==> config.mk <==
export PLATFORM = sky130hd
export DESIGN_NAME = gpio_bank
export DESIGN_NICKNAME = d
export VERILOG_FILES = /design/src/rtl/gpio_bank_pkg.sv /design/src/rtl/gpio_sync.sv /design/src/rtl/gpio_addr_dec.sv /design/src/rtl/gpio_port.sv /design/src/rtl/gpio_bank.sv
export SDC_FILE = /design/constraint.sdc
export NUM_CORES = 1
export LEC_CHECK = 0
export BUFFER_PORTS_ARGS = -buffer_cell sky130_fd_sc_hd__buf_4
export CAP_MARGIN = 5
export CORE_MARGIN = 2
export CORE_UTILIZATION = 32
export CTS_BUF_LIST = sky130_fd_sc_hd__clkbuf_4 sky130_fd_sc_hd__clkbuf_8
export DETAILED_ROUTE_END_ITERATION = 12
export SLEW_MARGIN = 5
export SYNTH_ARGS = -nofsm -noshare
export SYNTH_HDL_FRONTEND = slang
export SYNTH_SLANG_ARGS = --single-unit
==> constraint.sdc <==
create_clock -name clk -period 3.4 [get_ports clk]
set_input_delay 0.17 -clock clk [delete_from_list [all_inputs] [get_ports clk]]
set_output_delay 0.17 -clock clk [all_outputs]
set_load 0.005 [all_outputs]
==> src/rtl/gpio_bank_pkg.sv <==
package gpio_bank_pkg;
   localparam int PORT_W    = 8;
   localparam int BIT_IDX_W = 3;

   function automatic logic [PORT_W-1:0] bit_onehot(input logic [BIT_IDX_W-1:0] idx);
      logic [PORT_W-1:0] v;
      v = '0;
      v[idx] = 1'b1;
      return v;
   endfunction
endpackage

==> src/rtl/gpio_sync.sv <==
module gpio_sync #(
   parameter int WIDTH = 8
) (
   input  logic             clk,
   input  logic             rst_n,
   input  logic [WIDTH-1:0] async_in,
   output logic [WIDTH-1:0] sync_out
);
   logic [WIDTH-1:0] stage1_q;
   logic [WIDTH-1:0] stage2_q;

   always_ff @(posedge clk) begin
      if (!rst_n) begin
         stage1_q <= '0;
         stage2_q <= '0;
      end else begin
         stage1_q <= async_in;
         stage2_q <= stage1_q;
      end
   end

   assign sync_out = stage2_q;
endmodule

==> src/rtl/gpio_addr_dec.sv <==
module gpio_addr_dec #(
   parameter int                 ADDR_W       = 8,
   parameter int                 NUM_PORTS    = 4,
   parameter logic [ADDR_W-1:0]  BASE_ADDR    = '0,
   parameter logic [NUM_PORTS-1:0] PORT_PRESENT = '1
) (
   input  logic [ADDR_W-1:0]    addr,
   output logic [NUM_PORTS-1:0] sel,
   output logic                 hit
);
   for (genvar k = 0; k < NUM_PORTS; k++) begin : g_slot
      localparam logic [ADDR_W-1:0] SLOT_ADDR = ADDR_W'(int'(BASE_ADDR) + k);
      if (PORT_PRESENT[k]) begin : g_present
         assign sel[k] = (addr == SLOT_ADDR);
      end else begin : g_absent
         assign sel[k] = 1'b0;
      end
   end

   assign hit = |sel;
endmodule

==> src/rtl/gpio_port.sv <==
module gpio_port
   import gpio_bank_pkg::*;
#(
   parameter logic [PORT_W-1:0] IMPL_BITS = '1,
   parameter logic [PORT_W-1:0] RO_BITS   = '0
) (
   input  logic                 clk,
   input  logic                 rst_n,
   input  logic                 sel,
   input  logic                 byte_we,
   input  logic [PORT_W-1:0]    byte_data,
   input  logic                 bit_we,
   input  logic [BIT_IDX_W-1:0] bit_idx,
   input  logic                 bit_val,
   input  logic [PORT_W-1:0]    dir_in,
   input  logic [PORT_W-1:0]    analog,
   input  logic [PORT_W-1:0]    pin_sync,
   output logic [PORT_W-1:0]    latch_q,
   output logic [PORT_W-1:0]    rd_word
);
   localparam logic [PORT_W-1:0] WR_BITS = IMPL_BITS & ~RO_BITS;

   logic [PORT_W-1:0] bit_mask;
   assign bit_mask = bit_onehot(bit_idx) & WR_BITS;

   always_ff @(posedge clk) begin
      if (!rst_n) begin
         latch_q <= '0;
      end else if (sel && byte_we) begin
         latch_q <= (latch_q & ~WR_BITS) | (byte_data & WR_BITS);
      end else if (sel && bit_we) begin
         latch_q <= (latch_q & ~bit_mask) | ({PORT_W{bit_val}} & bit_mask);
      end
   end

   for (genvar b = 0; b < PORT_W; b++) begin : g_bit
      if (!IMPL_BITS[b]) begin : g_absent
         assign rd_word[b] = 1'b0;
      end else if (RO_BITS[b]) begin : g_pin_only
         assign rd_word[b] = pin_sync[b] & ~analog[b];
      end else begin : g_rw
         assign rd_word[b] = dir_in[b] ? (pin_sync[b] & ~analog[b]) : latch_q[b];
      end
   end

   assert_hold_idle_R2: assert property (@(posedge clk) disable iff (!rst_n)
      !(sel && (byte_we || bit_we)) |=> $stable(latch_q));

   assert_bit_write_local_R6: assert property (@(posedge clk) disable iff (!rst_n)
      (sel && bit_we && !byte_we) |=>
      (((latch_q ^ $past(latch_q)) & ~bit_onehot($past(bit_idx))) == '0));

   // R7 as well: unimplemented bits are outside WR_BITS
   assert_fixed_bits_R8: assert property (@(posedge clk) disable iff (!rst_n)
      (sel && (byte_we || bit_we)) |=> (((latch_q ^ $past(latch_q)) & ~WR_BITS) == '0));

   assert_analog_zero_R5: assert property (@(posedge clk) disable iff (!rst_n)
      (rd_word & analog & (dir_in | RO_BITS)) == '0);
endmodule

==> src/rtl/gpio_bank.sv <==
module gpio_bank
   import gpio_bank_pkg::*;
#(
   parameter int                       NUM_PORTS    = 4,
   parameter int                       ADDR_W       = 8,
   parameter logic [ADDR_W-1:0]        BASE_ADDR    = 8'h10,
   parameter logic [NUM_PORTS-1:0]     PORT_PRESENT = 4'b1011,
   parameter logic [NUM_PORTS*8-1:0]   IMPL_MASK    = 32'h9F00_FF7F,
   parameter logic [NUM_PORTS*8-1:0]   RO_MASK      = 32'h1E00_0000
) (
   input  logic                     clk,
   input  logic                     rst_n,
   input  logic [ADDR_W-1:0]        addr,
   input  logic                     wr_en,
   input  logic [7:0]               wr_data,
   input  logic                     bit_wr,
   input  logic [2:0]               bit_idx,
   input  logic                     bit_val,
   input  logic                     rd_en,
   output logic [7:0]               rd_data,
   input  logic [NUM_PORTS*8-1:0]   dir_in,
   input  logic [NUM_PORTS*8-1:0]   analog_sel,
   input  logic [NUM_PORTS*8-1:0]   pin_in,
   output logic [NUM_PORTS*8-1:0]   latch_out
);
   localparam int TOTAL_BITS = NUM_PORTS * PORT_W;
   localparam int LAST_SLOT  = int'(BASE_ADDR) + NUM_PORTS - 1;

   if (NUM_PORTS < 1) begin : g_chk_ports
      $error("gpio_bank: NUM_PORTS must be at least 1");
   end
   if (LAST_SLOT >= (1 << ADDR_W)) begin : g_chk_range
      $error("gpio_bank: port range exceeds address space");
   end
   if ((RO_MASK & ~IMPL_MASK) != '0) begin : g_chk_ro
      $error("gpio_bank: read-only bits must be implemented bits");
   end

   logic [NUM_PORTS-1:0]             sel;
   logic                             hit;
   logic [TOTAL_BITS-1:0]            pin_sync;
   logic [NUM_PORTS-1:0][PORT_W-1:0] rd_word;

   gpio_addr_dec #(
      .ADDR_W       (ADDR_W),
      .NUM_PORTS    (NUM_PORTS),
      .BASE_ADDR    (BASE_ADDR),
      .PORT_PRESENT (PORT_PRESENT)
   ) u_dec (
      .addr (addr),
      .sel  (sel),
      .hit  (hit)
   );

   gpio_sync #(.WIDTH(TOTAL_BITS)) u_sync (
      .clk      (clk),
      .rst_n    (rst_n),
      .async_in (pin_in),
      .sync_out (pin_sync)
   );

   for (genvar k = 0; k < NUM_PORTS; k++) begin : g_port
      if (PORT_PRESENT[k]) begin : g_real
         gpio_port #(
            .IMPL_BITS (IMPL_MASK[k*PORT_W +: PORT_W]),
            .RO_BITS   (RO_MASK[k*PORT_W +: PORT_W])
         ) u_port (
            .clk       (clk),
            .rst_n     (rst_n),
            .sel       (sel[k]),
            .byte_we   (wr_en),
            .byte_data (wr_data),
            .bit_we    (bit_wr),
            .bit_idx   (bit_idx),
            .bit_val   (bit_val),
            .dir_in    (dir_in[k*PORT_W +: PORT_W]),
            .analog    (analog_sel[k*PORT_W +: PORT_W]),
            .pin_sync  (pin_sync[k*PORT_W +: PORT_W]),
            .latch_q   (latch_out[k*PORT_W +: PORT_W]),
            .rd_word   (rd_word[k])
         );
      end else begin : g_hole
         assign latch_out[k*PORT_W +: PORT_W] = '0;
         assign rd_word[k] = '0;
      end
   end

   always_comb begin
      rd_data = '0;
      for (int k = 0; k < NUM_PORTS; k++) begin
         if (rd_en && sel[k]) rd_data = rd_data | rd_word[k];
      end
   end

   assert_sel_onehot_R10: assert property (@(posedge clk) disable iff (!rst_n)
      $onehot0(sel));

   assert_unused_read_R9: assert property (@(posedge clk) disable iff (!rst_n)
      (rd_en && !hit) |-> (rd_data == 8'h00));

   assert_unused_write_R9: assert property (@(posedge clk) disable iff (!rst_n)
      ((wr_en || bit_wr) && !hit) |=> $stable(latch_out));

   assert_idle_read_R11: assert property (@(posedge clk) disable iff (!rst_n)
      !rd_en |-> (rd_data == 8'h00));
endmodule

Yosys cells after proc, flatten, opt, wreduce, memory -nomap -nowiden --
Index checks and enable logic that the tools add are counted. W data, S select, Z words.
Word-level totals: flip-flop bits (word level) 88, latch bits 0, memory bits (writable) 0, memory bits (read-only) 0, input bits 121, output and inout bits 40, word-level logic and storage cells 109, memories 0
Operators by class: add/sub/neg operators 0, multipliers 0, divide/modulo/power cells 0, $lt $le $gt $ge 2, equality and inequality tests 3, shift-type cells 0, mux-type cells 28, bitwise gates (word level) 58, reduce and logical (&&, ||, !) cells 13
Operator list (number):
- $mux W8 | 8
- $and A8 B8 Y8 | 5
- $or A8 B8 Y8 | 4
- $eq A8 B5 Y1 const B | 3
- $and A1 B1 Y1 | 21
- $not A1 Y1 | 21
- $mux W1 | 18
- $not A8 Y8 | 2
- $or A7 B8 Y8 | 2
- $logic_and A1 B1 Y1 | 10
- $and A8 B7 Y8 | 1
- $not A7 Y8 | 1
- $or A8 B7 Y8 | 1
- $mux W7 | 1
- $reduce_bool A2 Y1 | 3
- $lt A3 B4 Y1 const B | 1
- $demux W1 S3 | 1
- $ge A3 B1 Y1 const B | 1

Depth between registers and ports, before layout --
depth after elaboration 9, gate-level depth with buffers 6, gate-level depth less buffers 4

Modules after synthesis --
From an unflattened synthesis, not the netlist that was laid out.
Second synthesis, totals: cells, all modules 386, area, all modules 3734.8 µm²
By module, submodules not included:
- gpio_sync | instances 1, cells each 134, area an instance 1791.7 µm², seq. area each 1281.2 µm²
- gpio_port (g_port[1].g_real.u_port) | instances 1, cells each 81, area an instance 653.1 µm², seq. area each 160.2 µm²
- gpio_port (g_port[0].g_real.u_port) | instances 1, cells each 79, area an instance 631.9 µm², seq. area each 140.1 µm²
- gpio_port (g_port[3].g_real.u_port) | instances 1, cells each 36, area an instance 274.0 µm², seq. area each 40.0 µm²
- gpio_bank | instances 1, cells each 46, area an instance 260.2 µm², seq. area each 0.0 µm²
- gpio_addr_dec | instances 1, cells each 10, area an instance 123.9 µm², seq. area each 0.0 µm²

Least setup slack after synthesis --
Ideal clock, no wire load.
kind input port to output port, from input addr[3], to output rd_data[6], arrival 1.117 ns, required time 3.230 ns, path slack 2.113 ns, cell stages on the path 3, buffers on the path 0, cell sequence nor4b_4 nand3_2 a2111oi_2
Between the ends: word-level cells in the longest chain between the ends 7, elaborated cells between the ends (all ways) 11, classes of those cells eq/ne (3); mux (3); bitwise (2); reduce/logical (3)
Ends and longest elaborated chain:
- from (decl) | RTL line gpio_bank.sv:13 | input logic [ADDR_W-1:0] addr,
- $eq A8 B5 Y1 | RTL line gpio_addr_dec.sv:14 | assign sel[k] = (addr == SLOT_ADDR);
- $logic_and A1 B1 Y1 | RTL line gpio_bank.sv:91 | if (rd_en && sel[k]) rd_data = rd_data | rd_word[k];
- $mux W7 | RTL line gpio_bank.sv:91
- $or A7 B8 Y8 | RTL line gpio_bank.sv:91
- $mux W8 | RTL line gpio_bank.sv:91
- $or A8 B8 Y8 | RTL line gpio_bank.sv:91
- $mux W8 (*) | RTL line gpio_bank.sv:91
- to (decl) | RTL line gpio_bank.sv:20 | output logic [7:0] rd_data,
Every way passes the cells marked *; elsewhere a longest branch is shown, timed or not.

Worst setup path in the final report --
Ends and elaborated chain as after synthesis.

==> impl_metrics.toml <==
[global_route]
grt_usage = 0.157
grt_max_degree = 48
antenna_found_initial = 0
globalRoute.totalOverflow = 0
grt_pass1_vias = 2294
grt_pass1_wl_mm = 10.8

[timing]
fin_crit_ps = 1790
min_period_over_period = 0.526
clock_skew_ps = 6.04
hold_viol_final = 0
worstMarginPinSlew_ps = 542
fmax_mhz = 559
rsz0062_at_grt = "no"
slew_viol_final = 0
setup_tns_ps = 0
slew_headroom = 0.634
setup_viol_count_final = 0

[synthesis]
yosys-top-cells-area = "dfxtp_1 44%, and2_1 10%, buf_4 5.3%"
ys_warn_count = 0
synth-edff-count = 0
yosys.area.top_type_share = 0.439
syn_inst = 310
synthFlopType = "dfxtp_1"
synthArstFlopShare = 0
synthDistinctLibCells = 39
yosys.area.top_type = "dfxtp_1"
ys_seq_area_frac = 0.439
synth_area_per_cell_um2 = 8.69
ys_seq_elements = 59
netlist_area_mm2 = 0.00269

[setup_path]
rrSetupSlack_ps = 2640
path_max_fanout = 8
reg2reg_depth = 3
startpoint_type = "primary input"
worstSetupPathType = "primary input to primary output"
cp.arrival_ps = 1620
worstPathRequired_ps = 3230
critPathCaptureType = "primary output"

[die]
num_rows = 33
ios = 161
die_y_um = 95.7
die_area_mm2 = 0.00916
die_w_um = 95.7
core_mm2 = 0.00818
initial_core_util = 0.329

[clocking]
path_clk_slew_ps = 60
clkSinkCount = 59
cts_buffer_depth = 2
cts_setup_buffers = 0
ctsHoldBuffers = 0
cts-root-buf = "clkbuf_8"
numCtsBuffers = 9
clk_latency_ps = 330
cts_max_level = 3
ctsResizeCount = 0
cts_tree = "done"

[cells_and_area]
fin_nets = 532
diodes = 0
drive_gt1_frac = 0.315
syn2layout_area_growth_pct = 38.7

[min_path]
hp-start = "pin_in[6]"
hp-class = "primary input to flip-flop"
whs_path_depth = 2
holdPathEnd = "u_sync.stage1_q[6]$_SDFF_PN0_"

[routing]
wl_per_cell_um = 13.4
avgViaCountPerCell = 4.67
routed-via-count = 2431
antenna_left = 0
drc = 0
route.final.wire_length_mm = 6.98
dr.pass1.iters = 4
dr.first_iter.drc_count = 170

[power_and_ir_drop]
leakagePower_uw = 0.00158
p_per_area_mw_per_mm2 = 445
p_total_uw = 1660
ir_drop_mv = 0.253

[status]
status = "complete, no violations"

[place]
place_congestion = 0.826
hpwl_mm = 5.36
port_buffers = 108

[run]
maxCapViolCount = 0
==> where the power goes <==
group / leakage [uW] / internal [uW] / switching, uW
logic: 0.000967 / 91.7 / 72.3
registers: 0.000484 / 715 / 4.78
clock network: 0.000127 / 513 / 265
==> final cells by class <==
cell class / instances / area (um^2)
multi-input combinational: 216 / 1300
inverter: 17 / 63.8
sequential: 59 / 1180
clock buffer: 11 / 145
fill: 825 / 4440
tap: 105 / 131
timing repair buffer: 108 / 811
clock inverter: 5 / 100
==> per-layer routing <==
layer / track usage / wire (um) / up-vias
met5: 0 / 0 / -
met4: 0.0607 / 74 / 0
met3: 0.0525 / 764 / 6
met2: 0.243 / 3160 / 115
met1: 0.202 / 2980 / 1074
li1: - / - / 1236
==> metrics by stage <==
stage / area (um^2) / utilization / hold slack, ps / setup WS, ps / std cells
2_1_floorplan: 2750 / - / 297 / 2110 / 324
3_3_place_gp: 3490 / 0.427 / 378 / 1620 / 505
3_5_place_dp: 3490 / 0.427 / 381 / 1590 / 505
4_1_cts: 3730 / 0.457 / 31.3 / 1590 / 521
5_1_grt: 3730 / 0.457 / 32.0 / 1510 / 521
6_report: 3730 / 0.457 / 46.8 / 1610 / 521
==> cells in the final DEF (no fill, tap or decap), types with 4 or more instances in the layout <==
cell	instances
a21oi_1	26
a22oi_1	4
a31oi_1	4
and2_1	43
buf_4	108
clkbuf_8	10
conb_1	15
dfxtp_1	59
inv_1	17
nand2_1	21
nand3b_1	17
nor2_1	7
nor2b_1	10
o21ai_0	28
o31ai_1	4
==> worst max-delay path: stages <==
cell and delay [ps]:
buf_4 120, nor4b_4 470, nand3_2 320, a2111oi_2 370
buf_4 170
==> cell usage after synthesis (2+ instances only) <==
library cell	n
nand2b_1	2
a22oi_1	4
nand2_1	21
nor2b_1	10
o21ai_0	28
buf_4	19
a31oi_1	4
nor4b_4	2
nand3b_1	17
nand3_2	2
and2_1	43
buf_2	5
nand3_1	3
clkbuf_1	8
a311oi_1	2
dfxtp_1	59
a2111oi_2	2
o21ai_1	2
o41ai_1	3
and3_1	3
o31ai_1	4
a211oi_1	2
a21oi_1	26
mux2i_1	2
inv_1	17
nor2_1	7
==> worst max-delay path by stage <==
stage / startpoint / end / slack [ps] / cells after the start
2_1_floorplan: addr[3] / rd_data[6] / 2110 / 3
6_report: addr[3] / rd_data[6] / 1610 / 5
5_1_grt: addr[3] / rd_data[6] / 1510 / 5
3_5_place_dp: addr[3] / rd_data[6] / 1590 / 5
4_1_cts: addr[3] / rd_data[6] / 1590 / 5
3_3_place_gp: addr[3] / rd_data[6] / 1620 / 5
==> kinds of logic after synthesis <==
family,synth area share
simple gates,0.277
compound gates,0.178
flops,0.439
buf+inv,0.0971
mux,0.00744
other cells,0.00139
(Power assumes the default switching activity.)
